$ cat src/rtl/lifo_pkg.sv
// Shared types for the dual-pointer stack.
// Assumes: nothing beyond a single clock domain.
package lifo_pkg;

    // Operation accepted in one cycle after qualification of the requests.
    typedef enum logic [1:0] {
        OP_IDLE = 2'd0,
        OP_PUSH = 2'd1,
        OP_POP  = 2'd2,
        OP_SWAP = 2'd3
    } stk_op_e;

endpackage

$ cat src/rtl/lifo_ctrl.sv
// Request qualification and next-count computation.
// What it does: decides which operation is accepted this cycle and what the
// occupancy will be after the edge.
// Assumes: count never exceeds DEPTH.
module lifo_ctrl
    import lifo_pkg::*;
#(
    parameter int DEPTH = 4,
    localparam int CW   = $clog2(DEPTH + 1)
) (
    input  logic          push_req,
    input  logic          pop_req,
    input  logic [CW-1:0] count,
    output stk_op_e       op,
    output logic [CW-1:0] next_count
);

    localparam logic [CW-1:0] DEPTH_C = CW'(DEPTH);

    logic take_push;
    logic take_pop;

    // Accept a push when there is room, or when a pop frees the top slot.
    // Accept a pop only when a word is stored.
    always_comb begin
        take_pop  = pop_req && (count != '0);
        take_push = push_req && ((count != DEPTH_C) || pop_req);
    end

    // Encode the accepted operation and derive the next occupancy.
    always_comb begin
        unique case ({take_push, take_pop})
            2'b10:   begin op = OP_PUSH; next_count = count + CW'(1); end
            2'b01:   begin op = OP_POP;  next_count = count - CW'(1); end
            2'b11:   begin op = OP_SWAP; next_count = count;          end
            default: begin op = OP_IDLE; next_count = count;          end
        endcase
    end

endmodule

$ cat src/rtl/lifo_ptrs.sv
// Read and write pointer derivation.
// What it does: maps the occupancy count to the slot of the newest word
// (read pointer) and the next free slot (write pointer), both modulo DEPTH.
// Assumes: DEPTH >= 2 and count <= DEPTH.
module lifo_ptrs #(
    parameter int DEPTH = 4,
    localparam int CW   = $clog2(DEPTH + 1),
    localparam int PW   = $clog2(DEPTH)
) (
    input  logic [CW-1:0] count,
    output logic [PW-1:0] rd_ptr,
    output logic [PW-1:0] wr_ptr
);

    localparam logic [CW-1:0] DEPTH_C = CW'(DEPTH);
    localparam logic [PW-1:0] LAST_C  = PW'(DEPTH - 1);

    logic [CW-1:0] count_m1;

    // The read pointer trails the write pointer by exactly one slot.
    always_comb begin
        count_m1 = count - CW'(1);
        wr_ptr   = (count == DEPTH_C) ? '0 : count[PW-1:0];
        rd_ptr   = (count == '0) ? LAST_C : count_m1[PW-1:0];
    end

endmodule

$ cat src/rtl/lifo_ram.sv
// Entry storage with one write port and one asynchronous read port.
// What it does: on a push writes the word at the write pointer; on an
// in-place replace writes it at the read pointer, after the old word has
// been presented on the read port during the same cycle.
// Assumes: pointers are below DEPTH; contents are not reset.
module lifo_ram
    import lifo_pkg::*;
#(
    parameter int DEPTH = 4,
    parameter int WIDTH = 4,
    localparam int PW   = $clog2(DEPTH)
) (
    input  logic             clk,
    input  stk_op_e          op,
    input  logic [PW-1:0]    rd_ptr,
    input  logic [PW-1:0]    wr_ptr,
    input  logic [WIDTH-1:0] wdata,
    output logic [WIDTH-1:0] rdata
);

    logic [WIDTH-1:0] slot [DEPTH];
    logic             we;
    logic [PW-1:0]    waddr;

    // Pick the write slot: next free slot for a push, top slot for a replace.
    always_comb begin
        we    = (op == OP_PUSH) || (op == OP_SWAP);
        waddr = (op == OP_SWAP) ? rd_ptr : wr_ptr;
    end

    // One register per entry, written only when addressed.
    for (genvar g = 0; g < DEPTH; g++) begin : g_entry
        always_ff @(posedge clk) begin
            if (we && (waddr == PW'(g))) begin
                slot[g] <= wdata;
            end
        end
    end

    // Asynchronous read of the current top slot.
    assign rdata = slot[rd_ptr];

endmodule

$ cat src/rtl/dp_stack.sv
// Dual-pointer LIFO stack buffer (top level).
// What it does: holds up to DEPTH words. It counts them, derives the read and
// write pointers from that count, and drives registered full and empty flags
// computed from the next-cycle count.
// Assumes: synchronous active-low reset; DEPTH >= 2.
module dp_stack
    import lifo_pkg::*;
#(
    parameter int DEPTH = 4,
    parameter int WIDTH = 4,
    localparam int CW   = $clog2(DEPTH + 1),
    localparam int PW   = $clog2(DEPTH)
) (
    input  logic             clk,
    input  logic             rst_n,
    input  logic             push_en,
    input  logic [WIDTH-1:0] push_word,
    input  logic             pop_en,
    output logic [WIDTH-1:0] top_word,
    output logic [CW-1:0]    fill_level,
    output logic             is_full,
    output logic             is_empty
);

    localparam logic [CW-1:0] DEPTH_C = CW'(DEPTH);

    stk_op_e          op;
    logic [CW-1:0]    next_count;
    logic [PW-1:0]    rd_ptr;
    logic [PW-1:0]    wr_ptr;
    logic [WIDTH-1:0] ram_rdata;

    lifo_ctrl #(.DEPTH(DEPTH)) u_ctrl (
        .push_req   (push_en),
        .pop_req    (pop_en),
        .count      (fill_level),
        .op         (op),
        .next_count (next_count)
    );

    lifo_ptrs #(.DEPTH(DEPTH)) u_ptrs (
        .count  (fill_level),
        .rd_ptr (rd_ptr),
        .wr_ptr (wr_ptr)
    );

    lifo_ram #(.DEPTH(DEPTH), .WIDTH(WIDTH)) u_ram (
        .clk   (clk),
        .op    (op),
        .rd_ptr(rd_ptr),
        .wr_ptr(wr_ptr),
        .wdata (push_word),
        .rdata (ram_rdata)
    );

    // Occupancy register and flags registered from the next count.
    always_ff @(posedge clk) begin
        if (!rst_n) begin
            fill_level <= '0;
            is_full    <= 1'b0;
            is_empty   <= 1'b0;
        end else begin
            fill_level <= next_count;
            is_full    <= (next_count == DEPTH_C);
            is_empty   <= (next_count == '0);
        end
    end

    // Present zero while nothing is stored.
    assign top_word = (fill_level == '0) ? '0 : ram_rdata;

    AST_RESET_CLEAR: assert property (@(posedge clk)
        !rst_n |=> (fill_level == '0) && !is_full && !is_empty);

    AST_PUSH_GROW: assert property (@(posedge clk) disable iff (!rst_n)
        (push_en && !pop_en && (fill_level != DEPTH_C))
        |=> (fill_level == $past(fill_level) + CW'(1)) && (top_word == $past(push_word)));

    AST_POP_SHRINK: assert property (@(posedge clk) disable iff (!rst_n)
        (pop_en && !push_en && (fill_level != '0))
        |=> (fill_level == $past(fill_level) - CW'(1)));

    AST_SWAP_HOLD: assert property (@(posedge clk) disable iff (!rst_n)
        (push_en && pop_en && (fill_level != '0))
        |=> $stable(fill_level) && (top_word == $past(push_word)));

    AST_NO_OVERFLOW: assert property (@(posedge clk) disable iff (!rst_n)
        (push_en && !pop_en && (fill_level == DEPTH_C))
        |=> $stable(fill_level) && $stable(top_word) && is_full);

    AST_NO_UNDERFLOW: assert property (@(posedge clk) disable iff (!rst_n)
        (pop_en && !push_en && (fill_level == '0))
        |=> (fill_level == '0) && is_empty);

    AST_FLAG_MATCH: assert property (@(posedge clk) disable iff (!rst_n)
        $past(rst_n) |-> (is_full == (fill_level == DEPTH_C)) && (is_empty == (fill_level == '0)));

    AST_EMPTY_ZERO: assert property (@(posedge clk) disable iff (!rst_n)
        (fill_level == '0) |-> (top_word == '0));

    AST_EMPTY_BOTH: assert property (@(posedge clk) disable iff (!rst_n)
        (push_en && pop_en && (fill_level == '0))
        |=> (fill_level == CW'(1)) && (top_word == $past(push_word)));

endmodule

$ cat config.mk
export PLATFORM = sky130hd
export DESIGN_NAME = dp_stack
export DESIGN_NICKNAME = d
export VERILOG_FILES = /design/src/rtl/lifo_pkg.sv /design/src/rtl/lifo_ctrl.sv /design/src/rtl/lifo_ptrs.sv /design/src/rtl/lifo_ram.sv /design/src/rtl/dp_stack.sv
export SDC_FILE = /design/constraint.sdc
export NUM_CORES = 1
export LEC_CHECK = 0
export ABC_CLOCK_PERIOD_IN_PS = 2700
export BUFFER_PORTS_ARGS = -buffer_cell sky130_fd_sc_hd__buf_4
export CAP_MARGIN = 20
export CORE_MARGIN = 1.5
export CORE_UTILIZATION = 40
export CTS_CLUSTER_SIZE = 24
export DETAILED_ROUTE_END_ITERATION = 10
export SLEW_MARGIN = 20
export SYNTH_ARGS = -nofsm -noshare
export SYNTH_HDL_FRONTEND = slang
export SYNTH_HIERARCHICAL = 1
export SYNTH_SLANG_ARGS = --single-unit
$ cat constraint.sdc
create_clock -name clk -period 2.7 [get_ports clk]
set_input_delay 0.54 -clock clk [delete_from_list [all_inputs] [get_ports clk]]
set_output_delay 0.54 -clock clk [all_outputs]
set_load 0.005 [all_outputs]
# ---- Word level (Yosys, flattened, before mapping)
# Memories as Yosys holds them, arrays and structs flattened.
# Cells that the tools add are included.
dict set report totals {
  ff_bits 5
  latchBits 0
  mem_bits_rw 16
  rom_bits 0
  input_bits 8
  out_inout_bits 9
  elab_cells 55
  mem_count 1
}
dict set report op_classes {
  addsub 2
  mul 0
  n_div 0
  n_lt_le_gt_ge 0
  eq_ne 11
  shifts 0
  muxes 23
  bitwise_logic 0
  reduce_logical 15
}
# memory depth width read_ports rd_ports_with_merged_regs write_ports line
set memory_table {}
lappend memory_table {u_ram.slot 4 4 1 0 1 lifo_ram.sv:21} ;# logic [WIDTH-1:0] slot [DEPTH];
# operator n
set ops {}
lappend ops {{$mux W4} 4}
lappend ops {{$mux W2} 6}
lappend ops {{$reduce_or A4 Y1} 3}
lappend ops {{$mux W1} 11}
lappend ops {{$eq A2 B2 Y1 const B} 5}
lappend ops {{$eq A2 B1 Y1 const B} 3}
lappend ops {{$eq A3 B3 Y1 const B} 2}
lappend ops {{$logic_and A1 B1 Y1} 6}
lappend ops {{$logic_not A3 Y1} 2}
lappend ops {{$pmux W2 S3} 1}
lappend ops {{$pmux W3 S2} 1}
lappend ops {{$add A3 B1 Y3 const B} 1}
lappend ops {{$ne A3 B3 Y1 const B} 1}
lappend ops {{$reduce_bool A3 Y1} 1}
lappend ops {{$sub A3 B1 Y3 const B} 1}
lappend ops {{$logic_not A2 Y1} 1}
lappend ops {{$logic_or A1 B1 Y1} 2}

# ---- Logic depth before layout (Yosys ltp)
dict set report logic_depth {
  depth_word 15
  depth_mapped 9
  ltp_nobuf 9
}

# ---- By module
# Netlist, hierarchy kept.
# module n_inst cells_per_inst area_per_inst_um2 seq_area_each_um2
set by_module_without_submodules {}
lappend by_module_without_submodules {lifo_ram 1 34 674.4 480.5}
lappend by_module_without_submodules {dp_stack 1 14 181.4 100.1}
lappend by_module_without_submodules {lifo_ctrl 1 19 162.7 0.0}
lappend by_module_without_submodules {lifo_ptrs 1 8 42.5 0.0}

# ---- Worst setup path before layout
# No wires, ideal clock.
dict set report synth_timing {
  path_kind {in2reg}
  from {input port pop_en}
  to {register is_full}
  setup_time_ns 0.061
  arrival_time_ns 2.174
  required_time_ns 2.639
  path_slack_ns 0.465
  cell_stages 8
  n_path_buf 0
  cell_sequence {o41ai_2 ha_1 inv_1 fa_1 xor2_1 nor2_1 xnor2_1 and4bb_2}
}
dict set report synth_via {
  elab_chain_cells 5
  elab_cells_between_ends 7
  classes_between {eq/ne (3); mux (1); reduce/logical (3)}
}
# element line
set synth_rtl {}
lappend synth_rtl {{start, declared} dp_stack.sv:18} ;# input logic pop_en,
lappend synth_rtl {{$logic_or A1 B1 Y1} lifo_ctrl.sv:27} ;# take_push = push_req && ((count != DEPTH_C) || pop_req);
lappend synth_rtl {{$logic_and A1 B1 Y1} lifo_ctrl.sv:27}
lappend synth_rtl {{$eq A2 B1 Y1 / $eq A2 B2 Y1 (equally long branches)} lifo_ctrl.sv:32} ;# unique case ({take_push, take_pop})
lappend synth_rtl {{$pmux W3 S2 (*)} lifo_ctrl.sv:32}
lappend synth_rtl {{named net next_count[2]} dp_stack.sv:28} ;# logic [CW-1:0] next_count;
lappend synth_rtl {{$eq A3 B3 Y1 (*)} dp_stack.sv:64} ;# is_full <= (next_count == DEPTH_C);
lappend synth_rtl {{end signal, assigned} dp_stack.sv:64}
lappend synth_rtl {{end, declared} dp_stack.sv:21} ;# output logic is_full,
# Mark *: on every way through the listed nets, which the timed path passes. The rest lies on a longest branch.
# A chain may end at the register's enable or synchronous reset.

# ---- Worst setup path after layout
dict set report layout_timing {
  from {register fill_level[0]}
  to {output port top_word[3]}
}
dict set report layout_via {
  elab_chain_cells 4
  elab_cells_between_ends 5
  classes_between {add/sub (1); mux (2); reduce/logical (1); memory (1)}
}
# element line
set layout_rtl {}
lappend layout_rtl {{start, declared} dp_stack.sv:20} ;# output logic [CW-1:0] fill_level,
lappend layout_rtl {{start signal, assigned} dp_stack.sv:63} ;# fill_level <= next_count;
lappend layout_rtl {{$sub A3 B1 Y3 / $logic_not A3 Y1 (equally long branches)} -}
lappend layout_rtl {{$mux W2 (*)} lifo_ptrs.sv:24} ;# rd_ptr = (count == '0) ? LAST_C : count_m1[PW-1:0];
lappend layout_rtl {{named net rd_ptr[0]} dp_stack.sv:29} ;# logic [PW-1:0] rd_ptr;
lappend layout_rtl {{$mem_v2 Z4 W4 (*)} -}
lappend layout_rtl {{named net ram_rdata[3]} dp_stack.sv:31} ;# logic [WIDTH-1:0] ram_rdata;
lappend layout_rtl {{$mux W4 (*)} dp_stack.sv:70} ;# assign top_word = (fill_level == '0) ? '0 : ram_rdata;
lappend layout_rtl {{end, declared} dp_stack.sv:19} ;# output logic [WIDTH-1:0] top_word,
# Marked as above.

==> results.json <==
{
  "outcome": "completed",
  "hpwl_um": 1380,
  "clk_pin_slew_ns": 0.10,
  "r2r_end": "is_full",
  "cp-end-kind": "output port",
  "hold_path_depth": 1,
  "die-area_um2": 2970,
  "synth_common_cells": "16 x edfxtp_1, 10 x inv_1, 5 x dfxtp_1",
  "ios": 17,
  "hold_start": "push_word[2]",
  "worstSkewPairLatency_ns": 0.29,
  "synth_area_um2": 1060,
  "initial_core_util_pct": 42.4,
  "rows": 18,
  "drtAntennaViolNets": 0,
  "synth_most_common_cell": "edfxtp_1",
  "n_antenna_cell": 0,
  "seq_area_frac_synth_pct": 54.7,
  "worst_pin_slew_ns": 0.523,
  "tritoncts": "built",
  "drt_iter0_markers": 11,
  "crit_fanout": 7,
  "grt.overflow.total": 0,
  "num_vias": 664,
  "ys.flop_type": "edfxtp_1",
  "synth_warnings": 6,
  "vias_per_cell": 5.19,
  "cts-root-buf": "clkbuf_4",
  "fin_cells": 128,
  "r2r_cells": 9,
  "clockBufferDepth": 2,
  "setup_viol": 0,
  "worstReg2RegStart": "fill_level[1]",
  "h-tree-depth": 1,
  "finalCriticalPeriod_ns": 2.56,
  "cts_buffers": 3,
  "cellPowerDensity_nw_per_um2": 1090,
  "vdd_ir_drop_max_mv": 0.631,
  "total_power_w": 0.00139,
  "place_area_um2": 1230,
  "clock_skew_ns": 0.00302,
  "core_um2": 2500,
  "drive_gt1_share_pct": 36.7,
  "final_hold_viol_count": 0,
  "cts.sinks": 21,
  "grt_pass1_wl_um": 2830,
  "firstDrtPassIters": 3,
  "maxSlewHeadroom_pct": 65.1,
  "track_usage_pct": 14.0,
  "routed_wl_um": 1810,
  "ys_ff_latch": 21,
  "grt_antenna_before_repair": 0,
  "synth_async_sr_flop_share_pct": 0,
  "nets": 112,
  "port_buffers": 16,
  "fillers": 228,
  "path_class": "reg2out",
  "yosysUniqueCellTypes": 29,
  "slew_violations": 0,
  "hold_class": "in2reg",
  "grt_pass1_vias": 607,
  "area_growth_pct": 20.5,
  "cp_data_arrival_time_ns": 2.02,
  "synth_top_area_share_pct": 45.3,
  "final_area_um2": 1280,
  "min_to": "u_ram/slot[3][2]",
  "p_leak_nw": 0.482,
  "die_w_um": 54.5,
  "dpl.cell_count": 123,
  "grt_max_degree": 12,
  "drv_cap": 0,
  "drcViolationCount": 0,
  "cp-start-kind": "flip-flop",
  "reg2reg_slack_ns": 0.35,
  "gp_congestion": 0.695,
  "synth_top_cell_by_area": "edfxtp_1",
  "avgSynthCellArea_um2": 14.1,
  "synthCells": 75,
  "synth_edf_count": 16,
  "synth_nets": 88,
  "finalCritPeriodShare_pct": 94.6,
  "synth_area_leaders": "edfxtp_1 45%, dfxtp_1 9.4%, mux4_2 8.5%",
  "worstPathRequired_ns": 2.16,
  "fp.dieH_um": 54.5,
  "fmax_ghz": 0.391,
  "cts_hold_buf": 0,
  "avgRoutedWirePerCell_um": 14.1
}
registers in the layout, summed over array words and instances, names as in the netlist:
register	count
u_ram/slot	16
is_full	1
is_empty	1
fill_level	3
cell families (layout without fill, tap and decap cells):
family / Yosys count / in the layout / synth area share, %
xor+xnor: 3 / 3 / 2.48
mux: 5 / 5 / 9.43
compound gates: 14 / 14 / 11.0
fa+ha+maj: 5 / 5 / 6.60
simple gates: 15 / 15 / 10.7
flops: 21 / 21 / 54.7
buf+inv: 12 / 35 / 5.07
area by class of cell:
| class | count | area (um^2) | share of cell area [%] |
|---|---|---|---|
| Clock buffer | 4 | 26.3 | 2.05 |
| Multi-Input combinational cell | 42 | 438 | 34.2 |
| Tap cell | 30 | 37.5 | 2.94 |
| Timing Repair Buffer | 21 | 158 | 12.3 |
| Sequential cell | 21 | 582 | 45.5 |
| Inverter | 10 | 37.5 | 2.94 |
power breakdown:
group | total [W] | switching (W) | internal [W]
registers | 0.000488 | 0.0000351 | 0.000453
logic | 0.000761 | 0.000378 | 0.000383
clock network | 0.000139 | 0.0000821 | 0.0000573
total | 0.00139 | 0.000496 | 0.000893
layer usage:
metal  GRT usage (%)  wire [um]  vias to the layer above
li1                -          -                      328
met1            21.2        892                      327
met2            20.1        860                        7
met3            2.46         40                        2
met4            5.00         12                        0
met5               0          0                        -
layout by cell type (no fill, tap or decap):
cell / n
a21boi_0: 1
a21boi_1: 2
a21oi_1: 2
and2_1: 3
and4bb_2: 1
buf_4: 21
clkbuf_1: 1
clkbuf_4: 3
dfxtp_1: 4
dfxtp_2: 1
edfxtp_1: 16
fa_1: 1
ha_1: 4
inv_1: 10
mux2i_1: 1
mux4_2: 4
nand3_1: 1
nand3b_1: 3
nor2_1: 1
nor3_1: 1
nor3b_1: 1
nor4b_2: 1
o21a_1: 1
o21ai_4: 1
o31a_1: 4
o31a_2: 2
o41ai_2: 1
or2_2: 1
or3b_1: 2
xnor2_1: 2
xor2_1: 1
worst max-delay path: stages (launching register included):
cell,delay [ns]
dfxtp_1,0.32
inv_1,0.07
ha_1,0.18
inv_1,0.08
o21ai_4,0.26
mux4_2,0.56
o31a_1,0.12
buf_4,0.13
worst max path at each step:
stage / startpoint / end / cells past startpoint
finish: fill_level[0] / top_word[3] / 7
CTS: fill_level[0] / top_word[3] / 7
detailed placement: fill_level[0] / top_word[3] / 7
global route: fill_level[0] / top_word[3] / 7
global placement: fill_level[0] / top_word[3] / 7
floorplan: pop_en / is_full / 8
per-stage QoR:
stage / setup TNS (ns) / setup WS (ns) / utilization, % / hold slack [ns]
5_1_grt: -0.000643 / -0.000643 / 51.2 / 0.427
3_3_place_gp: 0 / 0.131 / 49.3 / 0.739
2_1_floorplan: 0 / 0.465 / - / 0.639
4_1_cts: 0 / 0.0814 / 50.8 / 0.434
3_5_place_dp: 0 / 0.102 / 49.3 / 0.744
6_report: 0 / 0.145 / 51.2 / 0.445
repair_timing:
action                                 in CTS  in global routing
pin swaps                                   0                  1
gates resized for setup                     2                  1
setup buffers                               0                  1
setup endpoints to repair                   4                  4
endpoints found under the hold margin       0                  0
No activity file was read; power rests on OpenSTA's default activity.
